## config.mk

```make
export PLATFORM = sky130hd
export DESIGN_NAME = pulse_swallow_div
export DESIGN_NICKNAME = d
export VERILOG_FILES = /design/src/rtl/pdiv_pkg.sv /design/src/rtl/pdiv_prescaler.sv /design/src/rtl/pdiv_swallow_ctrl.sv /design/src/rtl/pdiv_ref_div.sv /design/src/rtl/pulse_swallow_div.sv
export SDC_FILE = /design/constraint.sdc
export NUM_CORES = 1
export LEC_CHECK = 0
export ABC_AREA = 1
export CORE_ASPECT_RATIO = 1.2
export CORE_UTILIZATION = 64
export DETAILED_ROUTE_END_ITERATION = 7
export DONT_BUFFER_PORTS = 1
export PLACE_DENSITY = 0.8
export SLEW_MARGIN = 5
export SYNTH_ARGS = -nofsm -noshare
export SYNTH_HDL_FRONTEND = slang
export SYNTH_HIERARCHICAL = 1
export SYNTH_SLANG_ARGS = --single-unit
```

## constraint.sdc

```tcl
create_clock -name clk -period 3.45 [get_ports clk]
set_input_delay 0.345 -clock clk [delete_from_list [all_inputs] [get_ports clk]]
set_output_delay 0.345 -clock clk [all_outputs]
set_load 0.02 [all_outputs]
```

## src/rtl/pdiv_pkg.sv

```systemverilog
package pdiv_pkg;
  // log2 of the smallest prescaler modulus (8)
  localparam int LOG2_PMIN = 3;
  // smallest legal main count
  localparam int MIN_B = 3;

  typedef enum logic [1:0] {
    PS_DIV8  = 2'd0,
    PS_DIV16 = 2'd1,
    PS_DIV32 = 2'd2,
    PS_DIV64 = 2'd3
  } psel_e;
endpackage

```

## src/rtl/pdiv_prescaler.sv

```systemverilog
module pdiv_prescaler #(
  parameter int PSEL_W = 2,
  parameter int PCNT_W = pdiv_pkg::LOG2_PMIN + (1 << PSEL_W)
) (
  input  logic              clk,
  input  logic              rst,
  input  logic              run,
  input  logic              in_en,
  input  logic [PSEL_W-1:0] p_sel,
  input  logic              swallow,
  output logic              wrap
);
  import pdiv_pkg::*;

  logic [PCNT_W-1:0] pcnt;
  logic [PCNT_W-1:0] base;
  logic [PCNT_W-1:0] last;

  // modulus is P, or P+1 while the swallow counter is still nonzero
  always_comb begin
    base = PCNT_W'(1) << (LOG2_PMIN + int'(p_sel));
    last = base - PCNT_W'(1) + PCNT_W'(swallow);
  end

  assign wrap = run && in_en && (pcnt == last);

  always_ff @(posedge clk) begin
    if (rst || !run) begin
      pcnt <= '0;
    end else if (in_en) begin
      if (pcnt == last) pcnt <= '0;
      else              pcnt <= pcnt + PCNT_W'(1);
    end
  end
endmodule

```

## src/rtl/pdiv_swallow_ctrl.sv

```systemverilog
module pdiv_swallow_ctrl #(
  parameter int A_W    = 6,
  parameter int B_W    = 13,
  parameter int PSEL_W = 2
) (
  input  logic              clk,
  input  logic              rst,
  input  logic              hold,
  input  logic [A_W-1:0]    a_in,
  input  logic [B_W-1:0]    b_in,
  input  logic [PSEL_W-1:0] p_in,
  input  logic              pre_wrap,
  output logic [PSEL_W-1:0] p_act,
  output logic              swallow,
  output logic              cfg_ok,
  output logic              pulse
);
  import pdiv_pkg::*;

  logic [A_W-1:0] a_cnt;
  logic [B_W-1:0] b_cnt;
  logic [B_W-1:0] b_act;
  logic           in_ok;

  // legality of the values presented at the inputs
  always_comb begin
    in_ok = (b_in >= B_W'(MIN_B)) && ({{(B_W-A_W){1'b0}}, a_in} <= b_in);
  end

  assign swallow = (a_cnt != '0);

  always_ff @(posedge clk) begin
    if (rst || hold || !cfg_ok) begin
      // load state: sample new values every cycle
      a_cnt  <= a_in;
      b_cnt  <= '0;
      b_act  <= b_in;
      p_act  <= p_in;
      cfg_ok <= in_ok;
      pulse  <= 1'b0;
    end else begin
      pulse <= 1'b0;
      if (pre_wrap) begin
        if (b_cnt == b_act - B_W'(1)) begin
          a_cnt  <= a_in;
          b_cnt  <= '0;
          b_act  <= b_in;
          p_act  <= p_in;
          cfg_ok <= in_ok;
          pulse  <= 1'b1;
        end else begin
          b_cnt <= b_cnt + B_W'(1);
          if (a_cnt != '0) a_cnt <= a_cnt - A_W'(1);
        end
      end
    end
  end
endmodule

```

## src/rtl/pdiv_ref_div.sv

```systemverilog
module pdiv_ref_div #(
  parameter int R_W = 14
) (
  input  logic           clk,
  input  logic           rst,
  input  logic           hold,
  input  logic           in_en,
  input  logic [R_W-1:0] r_in,
  output logic           pulse
);
  logic [R_W-1:0] r_cnt;
  logic [R_W-1:0] r_act;

  always_ff @(posedge clk) begin
    if (rst || hold || (r_act == '0)) begin
      r_cnt <= '0;
      r_act <= r_in;
      pulse <= 1'b0;
    end else begin
      pulse <= 1'b0;
      if (in_en) begin
        if (r_cnt == r_act - R_W'(1)) begin
          r_cnt <= '0;
          r_act <= r_in;
          pulse <= 1'b1;
        end else begin
          r_cnt <= r_cnt + R_W'(1);
        end
      end
    end
  end
endmodule

```

## src/rtl/pulse_swallow_div.sv

```systemverilog
module pulse_swallow_div #(
  parameter int A_W    = 6,
  parameter int B_W    = 13,
  parameter int R_W    = 14,
  parameter int PSEL_W = 2
) (
  input  logic              clk,
  input  logic              rst,
  input  logic              cnt_hold,
  input  logic              fb_en,
  input  logic              ref_en,
  input  logic [PSEL_W-1:0] psel,
  input  logic [A_W-1:0]    a_val,
  input  logic [B_W-1:0]    b_val,
  input  logic [R_W-1:0]    r_val,
  output logic              fb_pulse,
  output logic              ref_pulse
);
  localparam int PCNT_W = pdiv_pkg::LOG2_PMIN + (1 << PSEL_W);

  logic              pre_wrap;
  logic              swallow;
  logic              cfg_ok;
  logic              run;
  logic [PSEL_W-1:0] p_act;

  assign run = !cnt_hold && cfg_ok;

  pdiv_prescaler #(.PSEL_W(PSEL_W), .PCNT_W(PCNT_W)) u_pre (
    .clk     (clk),
    .rst     (rst),
    .run     (run),
    .in_en   (fb_en),
    .p_sel   (p_act),
    .swallow (swallow),
    .wrap    (pre_wrap)
  );

  pdiv_swallow_ctrl #(.A_W(A_W), .B_W(B_W), .PSEL_W(PSEL_W)) u_ab (
    .clk      (clk),
    .rst      (rst),
    .hold     (cnt_hold),
    .a_in     (a_val),
    .b_in     (b_val),
    .p_in     (psel),
    .pre_wrap (pre_wrap),
    .p_act    (p_act),
    .swallow  (swallow),
    .cfg_ok   (cfg_ok),
    .pulse    (fb_pulse)
  );

  pdiv_ref_div #(.R_W(R_W)) u_ref (
    .clk   (clk),
    .rst   (rst),
    .hold  (cnt_hold),
    .in_en (ref_en),
    .r_in  (r_val),
    .pulse (ref_pulse)
  );
endmodule

```

Word-level counts from Yosys, hierarchy flattened
Index checks and enable logic that the tools add are counted.

Add/subtract/negate cells: 9. Magnitude comparators: 2. Eq/ne operators: 3. Shift operators: 1. Mux-type cells: 21. Bitwise operators: 2. Reductions and logical operators: 23.

Operator list (count): 14-bit two-way mux (4); 13-bit two-way mux (4); 1-bit by 32-bit << shifter with 7-bit output, first input constant (1); 6-bit two-way mux (4); 14-bit by 1-bit adder with 14-bit output, second input constant (1); 14-bit == test (1); 14-bit logical NOT (1); 14-bit by 1-bit subtractor with 14-bit output, second input constant (1); 13-bit by 1-bit adder with 13-bit output, second input constant (1); 13-bit == test (1); 13-bit by 2-bit greater-or-equal comparator with 1-bit output, second input constant (1); 6-bit by 13-bit <= comparator with 1-bit output (1); 13-bit by 1-bit subtractor with 13-bit output, second input constant (1); 2-bit nonzero test (4); 7-bit by 1-bit adder with 7-bit output (1); 7-bit by 1-bit adder with 7-bit output, second input constant (1); 7-bit == test (1); 7-bit two-way mux (1); 7-bit by 1-bit subtractor with 7-bit output, second input constant (1); 2-bit two-way mux (3); 2-bit AND reduction (3); 6-bit nonzero test (1); 6-bit by 1-bit subtractor with 6-bit output, second input constant (1); 1-bit two-way mux (5); other kinds (7) (17).

Bits in registers: 72. Bits of input ports: 40. Output and inout port bits: 2. Logic and storage cells: 71.

Longest topological paths before layout
Word-level depth: 8. Mapped depth: 23. Depth with buffers taken out: 23.

By module
Netlist, hierarchy kept.

Modules (own cells, without submodules): pdiv_swallow_ctrl (times used 1, cells an instance 297, area an instance 2319.7 µm², sequential area each 940.9 µm²); pdiv_ref_div (times used 1, cells an instance 228, area an instance 1858.0 µm², sequential area each 720.7 µm²); pdiv_prescaler (times used 1, cells an instance 90, area an instance 555.5 µm², sequential area each 140.1 µm²); pulse_swallow_div (times used 1, cells an instance 2, area an instance 10.0 µm², sequential area each 0.0 µm²).

Least setup slack after synthesis
No wires, ideal clock.

Path type: reg-to-reg. From: reg u_ab.a_cnt[0]. To: reg u_ab.b_cnt[9]. Library setup time: 0.128 ns. Arrival: 2.934 ns. Data required time: 3.322 ns. Path slack: 0.388 ns. Stages on the path, launching flop included: 22. Path buffers: 0. Period minus slack after synthesis: 3.062 ns. Path through: edfxtp_1 inv_1 ha_1 nand2_1 nor3_1 inv_1 inv_1 ha_1 ha_1 nand2_1 nand3_1 nor2_1 nand2_1 nor2_2 nand2_2 nor2_1 inv_1 nor4_1 nand2_1 nor2_1 xor2_1 a21oi_1.

Word-level cells in the longest chain between the ends: 4.

RTL lines: start: declaration (line pdiv_swallow_ctrl.sv:20) `logic [A_W-1:0] a_cnt;`; start signal: assignment (line pdiv_swallow_ctrl.sv:35) `a_cnt <= a_in;`; start signal: assignment (line pdiv_swallow_ctrl.sv:45) `a_cnt <= a_in;`; start signal: assignment (line pdiv_swallow_ctrl.sv:53) `if (a_cnt != '0) a_cnt <= a_cnt - A_W'(1);`; 6-bit nonzero test (line pdiv_swallow_ctrl.sv:30) `assign swallow = (a_cnt != '0);`; via swallow (line pulse_swallow_div.sv:22) `logic swallow;`; 7-bit by 1-bit adder with 7-bit output (line pdiv_prescaler.sv:22) `last = base - PCNT_W'(1) + PCNT_W'(swallow);`; 7-bit == test (line pdiv_prescaler.sv:25) `assign wrap = run && in_en && (pcnt == last);`; 1-bit logical AND (line pdiv_prescaler.sv:25); via pre_wrap (line pulse_swallow_div.sv:21) `logic pre_wrap;`; end signal: assignment (line pdiv_swallow_ctrl.sv:52) `b_cnt <= b_cnt + B_W'(1);`; end: declaration (line pdiv_swallow_ctrl.sv:21) `logic [B_W-1:0] b_cnt;`.

The timed path passes the listed nets, and every way through them passes these cells. A chain may end at the register's enable or synchronous reset.

Worst setup path in the final report
From: reg u_ab.a_cnt[0]. To: reg u_ab.a_cnt[4], enable pin.

Word-level cells in the longest chain between the ends: 6. Elaborated cells on any way between the ends: 7. Classes of those cells: 1 x add/sub; 1 x eq/ne; 5 x reduce/logical.

RTL lines (line): 6-bit nonzero test (pdiv_swallow_ctrl.sv:30); via swallow (pulse_swallow_div.sv:22); 7-bit by 1-bit adder with 7-bit output (pdiv_prescaler.sv:22); 7-bit == test (pdiv_prescaler.sv:25); 1-bit logical AND (pdiv_prescaler.sv:25); via pre_wrap (pulse_swallow_div.sv:21); 2-bit nonzero test (no source line); 2-bit AND reduction (no source line).

The timed path passes the listed nets, and every way through them passes these cells.

==> reports/qor.txt <==
FF+latch count, synth: 72
Gates resized, CTS repair: 0
met1 WL: 4094 µm
I/O pins: 42
hold buffers post-CTS: 0
die footprint: 0.007761 mm²
GRT Total Usage: 26.07%
CP Capture Point: u_ab/a_cnt[4]
status: completed
initial antenna violation count: 0
final setup TNS: 0 ps
Worst EP arrival: 3170 ps
Setup Fix Bufs, Post-CTS: 0
r2r startpoint: u_ab/a_cnt[0]
Compound-Gate Fraction of Synth Area: 3.324%
Residual DRC: 0
Seq pwr share: 50.5%
gr ovfl total: 0
Tightest Pin Transition: 500.1 ps
largest net degree at the start of global routing: 28
Post-Synth XOR/XNOR Area: 8.969%
routed length on met2: 4848 µm
WS Path Type: register to register
total design power: 1958 µW
min Tclk post-route: 3107 ps
post-synth design cell area: 0.004743 mm²
NetSw: 517.3 µW
startpoint types: register
number of diodes: 0
Inst Count DP: 705
DR WL/cell: 13.36 µm
switch share: 26.42%
CTS H-tree depth: 3
fmax: 0.3219 GHz
final hold vios: 0
PwrDens: 386.5 mW/mm²
slew margin rel.: 66.63%
max incr delay on CP: 400 ps
Post-Synthesis Cells: 617
filler cell count: 596
post-DP HPWL: 7485 µm
Final #Nets: 680
Max Used Layer: met4
CTS root buf: clkbuf_8
share of layout cells above drive strength 1: 13.15%
hold crit path type: input port to register
CTS sink cnt: 72
total internal power: 1441 µW
reg2reg end: u_ab/a_cnt[4]
total CTS buffers: 9
Setup violations, final: 0
Max Slew Vio Count: 0
slowest CP cell: edfxtp_1
sequential area share after synthesis: 37.98%
Post-Layout Cell Count: 721
Detailed Routing Iterations Pass 1: 4
Clock Tree Buf Depth: 2
leakage power: 0.002157 µW
Critical Path RT: 3510 ps
final WL: 9632 µm
Worst Reg-to-Reg Cells: 21
Clock Latency Late Sink: 340 ps
placed cell areas: 0.004836 mm²
starting density of the core: 65.59%
clock tree from TritonCTS: built
Setup Skew: 7.910 ps
Post-Synth Simple-Gate Area: 37.75%
vias per inst: 5.402
mux share of post-synthesis cell area: 0%
Reg clk slew, reported paths: 80 ps
Worst R2R Setup Slack: 340 ps
Clock Power Share: 36.5%
Layout area overhead: 6.806%
Detail Route Antenna Nets: 0
Core Region: 0.007232 mm²
vias in the first global route: 3593
Distinct cells, synth: 39
worst IR drop on VDD: 0.0003247 V
Comb power frac: 13.0%
Die Span X: 80.59 µm
RSZ-0062 raised after global routing: no
critical path cell sequence: inv_1 > ha_1 > nand2_1 > nor3_1 > inv_1 > inv_1 > ha_2 > ha_1 > nand2_1 > nand3_1 > nor2_1 > nand2_1 > nor2_2 > nand2_2 > nor2_1 > buf_4 > nor2_1 > inv_1 > nand2_1 > o21ai_0 > buf_4
Avg Inst Size Synth: 7.688 µm²
Die Ht: 96.31 µm
peak fanout along the critical path: 6
number of cell rows: 34
via count: 3895
endpoint class of the critical path: register
max-cap violations: 0
global-route wire length before repair: 15370 µm
crit path from: u_ab/a_cnt[0]
post-route cell area: 0.005066 mm²
GPL Wtd Cong: 0.9126
Port Buf Inserts: 0
crit share post-route: 90.05%
DR iter-0 viols: 248
routed wl met3: 538 µm
YS warnings: 6
Adder-Cell Fraction of Synth Area: 3.693%
main combinational cell family by area after synthesis: simple AND/OR/NAND/NOR gates
layout by cell type, fill, tap and decap left out, drive strengths merged:
| cell type | synthesis | routed |
|---|---|---|
| ha | 14 | 14 |
| nor3 | 13 | 13 |
| nor3b | 2 | 2 |
| nand4 | 13 | 13 |
| clkinv | 2 | 6 |
| bufinv | 0 | 2 |
| a21oi | 14 | 14 |
| nand3 | 46 | 46 |
| xnor3 | 1 | 1 |
| o21bai | 1 | 1 |
| nand2 | 189 | 189 |
| o21a | 1 | 1 |
| nor4 | 4 | 4 |
| o21ai | 13 | 13 |
| conb | 1 | 2 |
| clkinvlp | 0 | 1 |
| xnor2 | 19 | 19 |
| buf | 4 | 4 |
| dfxtp | 36 | 36 |
| xor2 | 27 | 27 |
| inv | 84 | 84 |
| edfxtp | 36 | 36 |
| nand3b | 7 | 7 |
| clkbuf | 3 | 9 |
| nor2 | 87 | 87 |
layout make-up:
cell class                 instances  area, µm²  share of cell area [%]
clock buffer                       9      123.9                   2.445
clock inverter                     7      86.33                   1.704
inverter                          86      325.3                   6.421
multi-input combinational        453       2574                   50.80
sequential                        72       1802                   35.56
tap                               90      112.6                   2.223
timing repair buffer               4      42.54                  0.8397
power by group through the flow:
| stage | Sequential [µW] | Combinational, µW | Clock (µW) |
|---|---|---|---|
| floorplan | 993 | 215 | 0 |
| finish | 989 | 255 | 714 |
| detailed placement | 1010 | 251 | 0 |
| CTS | 988 | 253 | 725 |
| global route | 995 | 287 | 767 |
| global placement | 1000 | 240 | 0 |
how the worst min path moves through the flow:
stage	end	slack, ps	cells after the start	start
after global routing	u_ref/r_act[7]	70	0	r_val[7]
after detailed placement	u_ref/r_act[12]	440	0	r_val[12]
final	u_ref/r_act[7]	90	0	r_val[7]
after floorplan	u_ab/b_act[0]	440	0	b_val[0]
after CTS	u_ref/r_act[7]	80	0	r_val[7]
after global placement	u_ref/r_act[4]	440	0	r_val[4]
cell usage after synthesis, drive strengths merged:
master	n	area [µm²]
xnor3	1	22.52
inv	84	315.3
nor3	13	86.34
o21a	1	7.510
xnor2	19	166.4
dfxtp	36	720.7
nand3	46	260.3
edfxtp	36	1081
o21ai	13	68.82
clkinv	2	7.510
xor2	27	236.5
buf	4	53.80
nand3b	7	52.55
nand4	13	96.34
a21oi	14	70.07
nor4	4	25.02
nor3b	2	15.01
nor2	87	485.5
clkbuf	3	12.51
ha	14	175.2
conb	1	3.750
o21bai	1	11.26
nand2	189	769.5
critical path: cells and delay by family (launching register included):
kind / cells / cell delay, ps
fa+ha+maj: 3 / 630
buf+inv: 6 / 610
flops: 1 / 400
compound gates: 1 / 100
simple gates: 11 / 1070
metrics by stage:
| stage | utilization, % | setup WS, ps | hold slack, ps |
|---|---|---|---|
| after floorplan | - | 388.3 | 443.9 |
| after global placement | 66.87 | 304.2 | 443.9 |
| after detailed placement | 66.87 | 133.9 | 443.9 |
| after CTS | 69.78 | 81.58 | 77.80 |
| after global routing | 70.05 | 26.52 | 70.78 |
| final | 70.05 | 343.1 | 90.46 |
per-layer routing:
layer / vias up / track usage [%]
li1: 1975 / -
met1: 1822 / 30.75
met2: 83 / 44.99
met3: 15 / 6.161
met4: 0 / 10.71
met5: - / 2.857
registers in the layout, indices dropped and copies added (netlist names):
name,count
u_ab/a_cnt,6
u_ab/b_act,13
u_ab/b_cnt,13
u_ab/cfg_ok,1
u_ab/p_act,2
u_ab/pulse,1
u_pre/pcnt,7
u_ref/pulse,1
u_ref/r_act,14
u_ref/r_cnt,14
kinds of logic (layout without fill, tap and decap cells):
logic type      after synthesis  after routing
compound gates               29             29
xor+xnor                     47             47
fa+ha+maj                    14             14
buf+inv                      93            106
flops                        72             72
other cells                   1              2
simple gates                361            361
(Power assumes the default switching activity.)
